<file path="src/rtl/cap_timer_pkg.sv">
package cap_timer_pkg;

  localparam int CT_DW = 8;
  localparam int CT_PS_W = 2;

  localparam int B_CLKSEL = 0;
  localparam int B_CAPIE  = 1;
  localparam int B_CLR    = 2;
  localparam int B_EDGE   = 3;
  localparam int B_OVFIE  = 4;
  localparam int B_SRC    = 5;
  localparam int B_PS_LO  = 6;

  typedef enum logic [1:0] {
    A_CTRL  = 2'd0,
    A_COUNT = 2'd1,
    A_CAPT  = 2'd2,
    A_NONE  = 2'd3
  } ct_addr_e;

endpackage

</file>
<file path="src/rtl/ct_tick_gen.sv">
module ct_tick_gen #(
  parameter int SLOW_DIV = 128,
  parameter int FAST_DIV = 8,
  parameter int PS_W     = 2
) (
  input  logic            clk,
  input  logic            rst_n,
  input  logic            restart_i,
  input  logic            fast_sel_i,
  input  logic [PS_W-1:0] ps_i,
  output logic            cnt_en_o
);

  localparam int DIV_W = $clog2(SLOW_DIV);
  localparam logic [DIV_W-1:0] SLOW_LAST = DIV_W'(SLOW_DIV - 1);
  localparam logic [DIV_W-1:0] FAST_MASK = DIV_W'(FAST_DIV - 1);

  logic [DIV_W-1:0] div_q, div_d;
  logic [PS_W-1:0]  ps_q, ps_d;
  logic             slow_tick, fast_tick, base_tick;

  always_comb begin
    slow_tick = (div_q == SLOW_LAST);
    fast_tick = ((div_q & FAST_MASK) == FAST_MASK);
    base_tick = fast_sel_i ? fast_tick : slow_tick;
    cnt_en_o  = base_tick && (ps_q == ps_i);
  end

  always_comb begin
    div_d = div_q;
    ps_d  = ps_q;
    if (restart_i) begin
      div_d = '0;
      ps_d  = '0;
    end else begin
      div_d = slow_tick ? '0 : div_q + 1'b1;
      if (base_tick) begin
        ps_d = cnt_en_o ? '0 : ps_q + 1'b1;
      end
    end
  end

  always_ff @(posedge clk or negedge rst_n) begin
    if (!rst_n) begin
      div_q <= '0;
      ps_q  <= '0;
    end else begin
      div_q <= div_d;
      ps_q  <= ps_d;
    end
  end

  // with a prescale above one, enables never come back to back
  p_ps_spacing_r3: assert property (@(posedge clk) disable iff (!rst_n)
    (cnt_en_o && ps_i != '0 && !restart_i) |=> !cnt_en_o);

  // a restart leaves the next cycle without an enable
  p_restart_gap_r4: assert property (@(posedge clk) disable iff (!rst_n)
    restart_i |=> !cnt_en_o);

endmodule

</file>
<file path="src/rtl/ct_edge_detect.sv">
module ct_edge_detect #(
  parameter int STAGES = 2
) (
  input  logic clk,
  input  logic rst_n,
  input  logic src_sel_i,
  input  logic pin_i,
  input  logic vsync_i,
  input  logic fall_i,
  output logic edge_o
);

  logic [STAGES-1:0] sync_q, sync_d;
  logic              prev_q;
  logic              src_raw, lvl;

  always_comb begin
    src_raw = src_sel_i ? vsync_i : pin_i;
    lvl     = sync_q[STAGES-1];
  end

  for (genvar g = 0; g < STAGES; g++) begin : g_sync
    if (g == 0) begin : g_first
      always_comb sync_d[g] = src_raw;
    end else begin : g_next
      always_comb sync_d[g] = sync_q[g-1];
    end
  end

  always_ff @(posedge clk or negedge rst_n) begin
    if (!rst_n) begin
      sync_q <= '0;
      prev_q <= 1'b0;
    end else begin
      sync_q <= sync_d;
      prev_q <= lvl;
    end
  end

  always_comb edge_o = fall_i ? (prev_q && !lvl) : (!prev_q && lvl);

  // one physical edge yields exactly one capture event
  p_single_edge_r5: assert property (@(posedge clk) disable iff (!rst_n)
    (edge_o && $stable(fall_i)) |=> !edge_o);

endmodule

</file>
<file path="src/rtl/ct_counter.sv">
module ct_counter #(
  parameter int W = 8
) (
  input  logic         clk,
  input  logic         rst_n,
  input  logic         cnt_en_i,
  input  logic         clr_i,
  input  logic         cap_evt_i,
  input  logic         ovf_ie_i,
  input  logic         cap_ie_i,
  input  logic         ack_ovf_i,
  input  logic         ack_cap_i,
  output logic [W-1:0] cnt_o,
  output logic [W-1:0] cap_o,
  output logic         ovf_pend_o,
  output logic         cap_pend_o
);

  localparam logic [W-1:0] CNT_MAX = {W{1'b1}};

  logic [W-1:0] cnt_q, cnt_d, cap_q, cap_d;
  logic         ovf_q, ovf_d, capp_q, capp_d;
  logic         wrap, ovf_set, cap_set;

  always_comb begin
    wrap    = cnt_en_i && (cnt_q == CNT_MAX);
    ovf_set = ovf_ie_i && ((wrap && !cap_evt_i && !clr_i) ||
                           (cap_evt_i && cnt_q == '0));
    cap_set = cap_ie_i && cap_evt_i;

    cnt_d = cnt_q;
    if (clr_i || cap_evt_i) cnt_d = '0;
    else if (cnt_en_i)      cnt_d = cnt_q + 1'b1;

    cap_d  = cap_evt_i ? cnt_q : cap_q;
    ovf_d  = ovf_set || (ovf_q && !ack_ovf_i);
    capp_d = cap_set || (capp_q && !ack_cap_i);
  end

  always_ff @(posedge clk or negedge rst_n) begin
    if (!rst_n) begin
      cnt_q  <= '0;
      cap_q  <= '0;
      ovf_q  <= 1'b0;
      capp_q <= 1'b0;
    end else begin
      cnt_q  <= cnt_d;
      cap_q  <= cap_d;
      ovf_q  <= ovf_d;
      capp_q <= capp_d;
    end
  end

  always_comb begin
    cnt_o      = cnt_q;
    cap_o      = cap_q;
    ovf_pend_o = ovf_q;
    cap_pend_o = capp_q;
  end

  // clear strobe zeroes the count
  p_clear_r4: assert property (@(posedge clk) disable iff (!rst_n)
    clr_i |=> cnt_q == '0);

  // capture latches the old count and restarts
  p_capture_r7: assert property (@(posedge clk) disable iff (!rst_n)
    cap_evt_i |=> (cap_q == $past(cnt_q) && cnt_q == '0));

  // a capture on the wrap suppresses the overflow
  p_no_overflow_r11: assert property (@(posedge clk) disable iff (!rst_n)
    (cap_evt_i && cnt_en_i && cnt_q == CNT_MAX && !ovf_q) |=> !ovf_q);

  // capture of zero raises overflow immediately
  p_early_ovf_r12: assert property (@(posedge clk) disable iff (!rst_n)
    (cap_evt_i && cnt_q == '0 && ovf_ie_i) |=> ovf_q);

  // acknowledge drops the overflow request when nothing sets it
  p_ack_ovf_r10: assert property (@(posedge clk) disable iff (!rst_n)
    (ack_ovf_i && !cnt_en_i && !cap_evt_i) |=> !ovf_q);

  // acknowledge drops the capture request when no capture coincides
  p_ack_cap_r10: assert property (@(posedge clk) disable iff (!rst_n)
    (ack_cap_i && !cap_evt_i) |=> !capp_q);

endmodule

</file>
<file path="src/rtl/cap_timer.sv">
module cap_timer #(
  parameter int CNT_W       = 8,
  parameter int SLOW_DIV    = 128,
  parameter int FAST_DIV    = 8,
  parameter int SYNC_STAGES = 2
) (
  input  logic       clk,
  input  logic       rst_n,
  input  logic [1:0] bus_addr,
  input  logic       bus_wr,
  input  logic [7:0] bus_wdata,
  output logic [7:0] bus_rdata,
  input  logic       cap_pin,
  input  logic       vsync_in,
  input  logic       ovf_ack,
  input  logic       cap_ack,
  output logic       ovf_irq,
  output logic       cap_irq
);

  import cap_timer_pkg::*;

  logic [1:0]       rst_pipe_q;
  logic             rst_int_n;
  logic [CT_DW-1:0] ctrl_q, ctrl_d;
  logic             ctrl_wr, clr_pulse, cap_evt, cnt_en;
  logic [CNT_W-1:0] cnt_w, cap_w;
  logic             ovf_pend, cap_pend;

  // asynchronous assertion, synchronous release
  always_ff @(posedge clk or negedge rst_n) begin
    if (!rst_n) rst_pipe_q <= '0;
    else        rst_pipe_q <= {rst_pipe_q[0], 1'b1};
  end
  always_comb rst_int_n = rst_pipe_q[1];

  always_comb begin
    ctrl_wr   = bus_wr && (bus_addr == A_CTRL);
    clr_pulse = ctrl_wr && bus_wdata[B_CLR];
    ctrl_d    = ctrl_q;
    if (ctrl_wr) begin
      ctrl_d        = bus_wdata;
      ctrl_d[B_CLR] = 1'b0;
    end
  end

  always_ff @(posedge clk or negedge rst_int_n) begin
    if (!rst_int_n) ctrl_q <= '0;
    else            ctrl_q <= ctrl_d;
  end

  ct_tick_gen #(
    .SLOW_DIV (SLOW_DIV),
    .FAST_DIV (FAST_DIV),
    .PS_W     (CT_PS_W)
  ) u_tick (
    .clk        (clk),
    .rst_n      (rst_int_n),
    .restart_i  (clr_pulse || cap_evt),
    .fast_sel_i (ctrl_q[B_CLKSEL]),
    .ps_i       (ctrl_q[B_PS_LO +: CT_PS_W]),
    .cnt_en_o   (cnt_en)
  );

  ct_edge_detect #(
    .STAGES (SYNC_STAGES)
  ) u_edge (
    .clk       (clk),
    .rst_n     (rst_int_n),
    .src_sel_i (ctrl_q[B_SRC]),
    .pin_i     (cap_pin),
    .vsync_i   (vsync_in),
    .fall_i    (ctrl_q[B_EDGE]),
    .edge_o    (cap_evt)
  );

  ct_counter #(
    .W (CNT_W)
  ) u_cnt (
    .clk        (clk),
    .rst_n      (rst_int_n),
    .cnt_en_i   (cnt_en),
    .clr_i      (clr_pulse),
    .cap_evt_i  (cap_evt),
    .ovf_ie_i   (ctrl_q[B_OVFIE]),
    .cap_ie_i   (ctrl_q[B_CAPIE]),
    .ack_ovf_i  (ovf_ack),
    .ack_cap_i  (cap_ack),
    .cnt_o      (cnt_w),
    .cap_o      (cap_w),
    .ovf_pend_o (ovf_pend),
    .cap_pend_o (cap_pend)
  );

  always_comb begin
    unique case (bus_addr)
      A_CTRL:  bus_rdata = ctrl_q;
      A_COUNT: bus_rdata = CT_DW'(cnt_w);
      A_CAPT:  bus_rdata = CT_DW'(cap_w);
      default: bus_rdata = '0;
    endcase
    ovf_irq = ovf_pend;
    cap_irq = cap_pend;
  end

  // a new capture request needs the enable from the cycle before
  p_cap_irq_enable_r9: assert property (@(posedge clk) disable iff (!rst_int_n)
    $rose(cap_irq) |-> $past(ctrl_q[B_CAPIE]));

  // a new overflow request needs the overflow enable
  p_ovf_irq_enable_r8: assert property (@(posedge clk) disable iff (!rst_int_n)
    $rose(ovf_irq) |-> $past(ctrl_q[B_OVFIE]));

endmodule

</file>
<file path="config.mk">
export PLATFORM = sky130hd
export DESIGN_NAME = cap_timer
export DESIGN_NICKNAME = d
export VERILOG_FILES = /design/src/rtl/cap_timer_pkg.sv /design/src/rtl/ct_tick_gen.sv /design/src/rtl/ct_edge_detect.sv /design/src/rtl/ct_counter.sv /design/src/rtl/cap_timer.sv
export SDC_FILE = /design/constraint.sdc
export NUM_CORES = 1
export LEC_CHECK = 0
export BUFFER_PORTS_ARGS = -buffer_cell sky130_fd_sc_hd__buf_2
export CORE_ASPECT_RATIO = 0.5
export CORE_MARGIN = 2
export CORE_UTILIZATION = 30
export CTS_BUF_LIST = sky130_fd_sc_hd__clkbuf_4 sky130_fd_sc_hd__clkbuf_8 sky130_fd_sc_hd__clkbuf_16
export DETAILED_ROUTE_END_ITERATION = 12
export HOLD_SLACK_MARGIN = 0.02
export PLACE_DENSITY = 0.48
export SYNTH_ARGS = -nofsm -noshare
export SYNTH_HDL_FRONTEND = slang
export SYNTH_HIERARCHICAL = 1
export SYNTH_SLANG_ARGS = --single-unit
</file>
<file path="constraint.sdc">
create_clock -name clk -period 1.65 [get_ports clk]
set_clock_uncertainty 0.1 [all_clocks]
set_input_delay 0.165 -clock clk [delete_from_list [all_inputs] [get_ports clk]]
set_output_delay 0.165 -clock clk [all_outputs]
set_load 0.1 [all_outputs]
</file>
### Yosys cells after proc, flatten, opt, wreduce, memory -nomap -nowiden

Cells that the tools add are included.

| storage, ports and cells | value |
|---|---|
| input bits | 17 |
| word-level logic and storage cells | 57 |
| output and inout bits | 10 |
| register bits after elaboration | 39 |

| operators by class | value |
|---|---|
| multiplexer cells | 11 |
| reduce and logical (&&, ||, !) cells | 27 |
| eq/ne operators | 6 |
| add/sub/neg operators | 3 |

Operators with widths:

| kind | number |
|---|---|
| $pmux 8 s3 | 1 |
| $mux 8 | 2 |
| $mux 7 | 2 |
| $logic_and 1x1->1 | 13 |
| $add 8x1->8 const B | 1 |
| $eq 8x8->1 const B | 1 |
| $logic_not 8->1 | 1 |
| $add 7x1->7 const B | 1 |
| $eq 7x7->1 const B | 1 |
| $logic_not 1->1 | 6 |
| $mux 2 | 3 |
| $logic_or 1x1->1 | 4 |
| $reduce_bool 2->1 | 2 |
| $eq 3x3->1 const B | 1 |
| $mux 1 | 3 |
| $add 2x1->2 const B | 1 |
| $eq 2x1->1 const B | 1 |
| $eq 2x2->1 | 1 |
| $eq 2x2->1 const B | 1 |
| $logic_not 2->1 | 1 |

### Depth between registers and ports, before layout

| depth | value |
|---|---|
| depth in word-level cells | 9 |
| gate-level depth with buffers | 8 |
| depth with buffers taken out | 7 |

### Cells and area by module

Netlist, hierarchy kept.

Modules (own cells, without submodules):

| module | cells each | instances | area an instance (um2) | sequential area each (um2) |
|---|---|---|---|---|
| ct_counter | 71 | 1 | 809.5 | 450.4 |
| cap_timer | 40 | 1 | 516.7 | 225.2 |
| ct_tick_gen | 45 | 1 | 466.7 | 225.2 |
| ct_edge_detect | 7 | 1 | 108.9 | 75.1 |

### Worst setup path after synthesis

No wires, ideal clock.

| timing | value |
|---|---|
| path kind | register to output |
| start point | register u_cnt.cnt_q[4] (netlist: u_cnt/cnt_o[4]) |
| end point | output bus_rdata[4] |
| path buffers | 0 |
| data arrival time | 1.970 ns |
| setup slack | -0.585 ns |
| stages on the path, launching flop included | 3 |
| data required time | 1.385 ns |
| path through | dfrtp_1 mux2i_1 o2bb2ai_1 |

| between the ends | value |
|---|---|
| word-level cells in the longest chain between the ends | 1 |

Ends and longest elaborated chain:

| what | line | source |
|---|---|---|
| start, declared | ct_counter.sv:21 | `logic [W-1:0] cnt_q, cnt_d, cap_q, cap_d;` |
| start signal, assigned | ct_counter.sv:47 | `cnt_q <= cnt_d;` |
| $pmux 8 s3 | cap_timer.sv:96 | `unique case (bus_addr)` |
| end, declared | cap_timer.sv:12 | `output logic [7:0] bus_rdata,` |

Every way passes these cells.

### Worst setup path after layout

| timing | value |
|---|---|
| start point | register u_tick.div_q[0] |
| end point | register u_cnt.cnt_q[6] (netlist: u_cnt/cnt_o[6]) |

| between the ends | value |
|---|---|
| word-level cells in the longest chain between the ends | 4 |
| elaborated cells between the ends (all ways) | 5 |
| classes of those cells | 2 x eq/ne; 1 x mux; 2 x reduce/logical |

Ends and longest elaborated chain:

| what | line | source |
|---|---|---|
| start, declared | ct_tick_gen.sv:18 | `logic [DIV_W-1:0] div_q, div_d;` |
| start signal, assigned | ct_tick_gen.sv:48 | `div_q <= div_d;` |
| $eq 7x7->1 or $eq 3x3->1 (tied branches) | ct_tick_gen.sv:23, ct_tick_gen.sv:24 |  |
| $mux 1 * | ct_tick_gen.sv:25 | `base_tick = fast_sel_i ? fast_tick : slow_tick;` |
| $logic_and 1x1->1 * | ct_tick_gen.sv:26 | `cnt_en_o = base_tick && (ps_q == ps_i);` |
| named net cnt_en | cap_timer.sv:26 | `logic ctrl_wr, clr_pulse, cap_evt, cnt_en;` |
| $reduce_bool 2->1 (no line) * | -- |  |

Mark *: on every way through the listed nets, which the timed path passes. The rest lies on a longest branch.
A chain may end at the register's enable or synchronous reset.

==> reports/results.ini <==
[floorplanning]
die_w_um = 117
row_count = 20
start_util = 0.311
ios = 27
fp.dieArea_mm2 = 0.00703
die_h_um = 60.3
core_mm2 = 0.00611

[yosys]
synth.distinct_cells = 37
async_reset_ff_frac = 1.00
syn-cell-area_mm2 = 0.00190
yosysWarnings = 6
synthTopCellsByArea = dfrtp_1 51%, mux2_2 8.9%, mux2i_1 4.2%, o2bb2ai_1 3.7%, xor2_1 3.2%
synth_most_common_cell = dfrtp_1
ys_seq_elements = 39
yosysTopAreaCellShare = 0.513
synth_edf_count = 0
synthesis.instances = 163
synthesis.nets = 184
ys_seq_area_frac = 0.513
synth_top_area_cell = dfrtp_1
synth-main-ff-cell = dfrtp_1
synth_common_cells = 39 x dfrtp_1, 15 x mux2_2, 9 x nor2_1
postSynthAreaPerCell_um2 = 11.7

[power_and_ir_drop]
comb_power_share = 0.293
power_density_mw_per_mm2 = 1060
power_frac_clock = 0.323
pwr-share-seq = 0.384
irDropWorstVdd_mv = 0.484
internal_power_mw = 2.03
p_sw_frac = 0.313
p_sw_mw = 0.927
p_leak_nw = 1.26
total_power_mw = 2.96

[worst_setup_path]
arrival_ps = 2070
worstSetupPathType = reg -> reg
r2r_slack_ps = -320
startpoint_type = register
critPathMaxFanout = 3
worstPathRequired_ps = 1750
end_kind = register

[placed_design]
place_congestion = 0.825
port_buffers = 26
post-place-ws_ps = -379
dpl.hpwl_mm = 3.01
placed_cells = 300

[global_routing]
antenna_found_initial = 0
grt_pass1_wl_mm = 7.09
grt_max_degree = 38
grt_pass1_vias = 1460
grt-ovfl-total = 0
grt_use_total = 0.135

[cells_and_area]
areaGrowthSynthToFinish_pct = 46.8
drive_above_1_share = 0.463
antenna_cells = 0
layout.nets = 248
final_cells = 315
fillCellCount = 589

[drt]
dr.pass1.iters = 4
vias_per_cell = 4.58
drt-initial-drc-count = 34
routedWlPerCell_um = 13.6
routed_wl_mm = 4.29
drc_errors = 0
vias = 1444
antenna_left = 0

[timing]
hold_viol = 0
rsz0062_at_grt = true
setup_viol = 11
fmax_mhz = 509
drv_slew = 0
min_period_ps = 1970
finalCritPeriodShare = 1.19
hold_slack_ps = 24.1
setup_slack_ps = -315

[clock_tree]
cts_buffers = 5
clkTransAtPathRegs_ps = 60
worstSkewPairLatency_ps = 280
cts_tree = yes
h-tree-depth = 2
cts.path.max_buffers = 2
cts-root-buf = clkbuf_16
clock_sinks = 39

[outcome]
violations = negative setup slack
run_status = finished, violations left

[job]
cap_viol_max_count = 0

[min_path]
worstHoldPathType = in -> reg

## state kept, by name, summed over array words and instances (netlist names)
| register | count |
|---|---|
| u_tick/ps_q | 2 |
| ctrl_q | 7 |
| u_cnt/cnt_o | 8 |
| u_cnt/cap_o | 8 |
| u_cnt/cap_pend_o | 1 |
| rst_pipe_q | 2 |
| u_edge/prev_q | 1 |
| u_cnt/ovf_pend_o | 1 |
| u_tick/div_q | 7 |
| u_edge/sync_q | 2 |
## power by group through the flow
stage / Combinational [mW] / Clock, mW / Sequential [mW]
4_1_cts: 0.808 / 0.979 / 1.13
2_1_floorplan: 0.384 / 0 / 1.25
6_report: 0.868 / 0.956 / 1.14
3_3_place_gp: 0.784 / 0 / 1.15
3_5_place_dp: 0.791 / 0 / 1.15
5_1_grt: 0.938 / 1.03 / 1.15
## cells by family after synthesis
group	share of synthesized area
multiplexers	0.139
AND/OR/NAND/NOR	0.146
XOR/XNOR	0.0414
adder cells (fa/ha/maj)	0.0263
AO/OA/AOI/OAI	0.0967
flip-flops	0.513
other	0.00197
buffers and inverters	0.0355
## worst paths after layout
check / from / to / cells past startpoint
max: u_tick/div_q[0] / u_cnt/cnt_o[6] / 8
min: bus_wdata[4] / ctrl_q[4] / 2
max reg2reg: u_tick/div_q[0] / u_cnt/cnt_o[6] / 8
min reg2reg: rst_pipe_q[1] / ctrl_q[0] / 1
max in group asynchronous: rst_pipe_q[1] / u_cnt/cnt_o[0] / 1
min in group asynchronous: rst_n / rst_pipe_q[0] / 2
## placed cells by master, fill, tap and decap left out, types with 4 or more instances in the layout
master,instances
o2bb2ai_2,8
nand4_1,4
buf_2,18
inv_1,4
o21ai_0,7
dfrtp_1,39
buf_4,32
nand2_1,7
or3_1,4
clkbuf_16,5
buf_12,8
mux2_2,15
a21oi_1,4
nand3_1,4
xor2_1,7
nor2b_1,5
mux2i_1,8
nor2_1,9
## worst max-delay path, stage by stage, from the launching register on
cell,delay [ps]
dfrtp_1,350
ha_2,200
and4_4,230
a32oi_4,120
nor3_4,200
buf_6,140
nand3_4,50
or3_1,380
a21oi_1,130
## routing by layer
layer | global-route usage | share of wire | up-vias
li1 | - | - | 705
met1 | 0.187 | 0.49 | 712
met2 | 0.213 | 0.46 | 21
met3 | 0.0365 | 0.033 | 6
met4 | 0.0353 | 0.0098 | 0
met5 | 0 | 0 | -
## stage by stage
step,util,TNS [ps],area [um^2]
finish,0.457,-2360,2790
global route,0.457,-3360,2790
CTS,0.443,-2280,2710
detailed placement,0.408,-1890,2490
global placement,0.408,-1620,2490
floorplan,-,-1090,1960
## final cells by class
| type | instances | area (um^2) | area share |
|---|---|---|---|
| repair buffers | 64 | 554 | 0.199 |
| clock buffers | 6 | 139 | 0.0498 |
| inverters | 4 | 15.0 | 0.00538 |
| flip-flops and latches | 39 | 976 | 0.350 |
| well taps | 88 | 110 | 0.0394 |
| multi-input cells | 113 | 992 | 0.355 |
| clock inverters | 1 | 5.00 | 0.00179 |
## what timing repair did
item / in CTS / in global routing
endpoints found under the setup margin: 10 / 15
resized for setup: 3 / 12
buffers inserted: 3 / 3
hold buffers: 3 / 0
cloned: 0 / 0
pin swaps: 2 / 5
endpoints found under the hold margin: 4 / 0
Note: power is estimated with default switching activity, not from simulation.
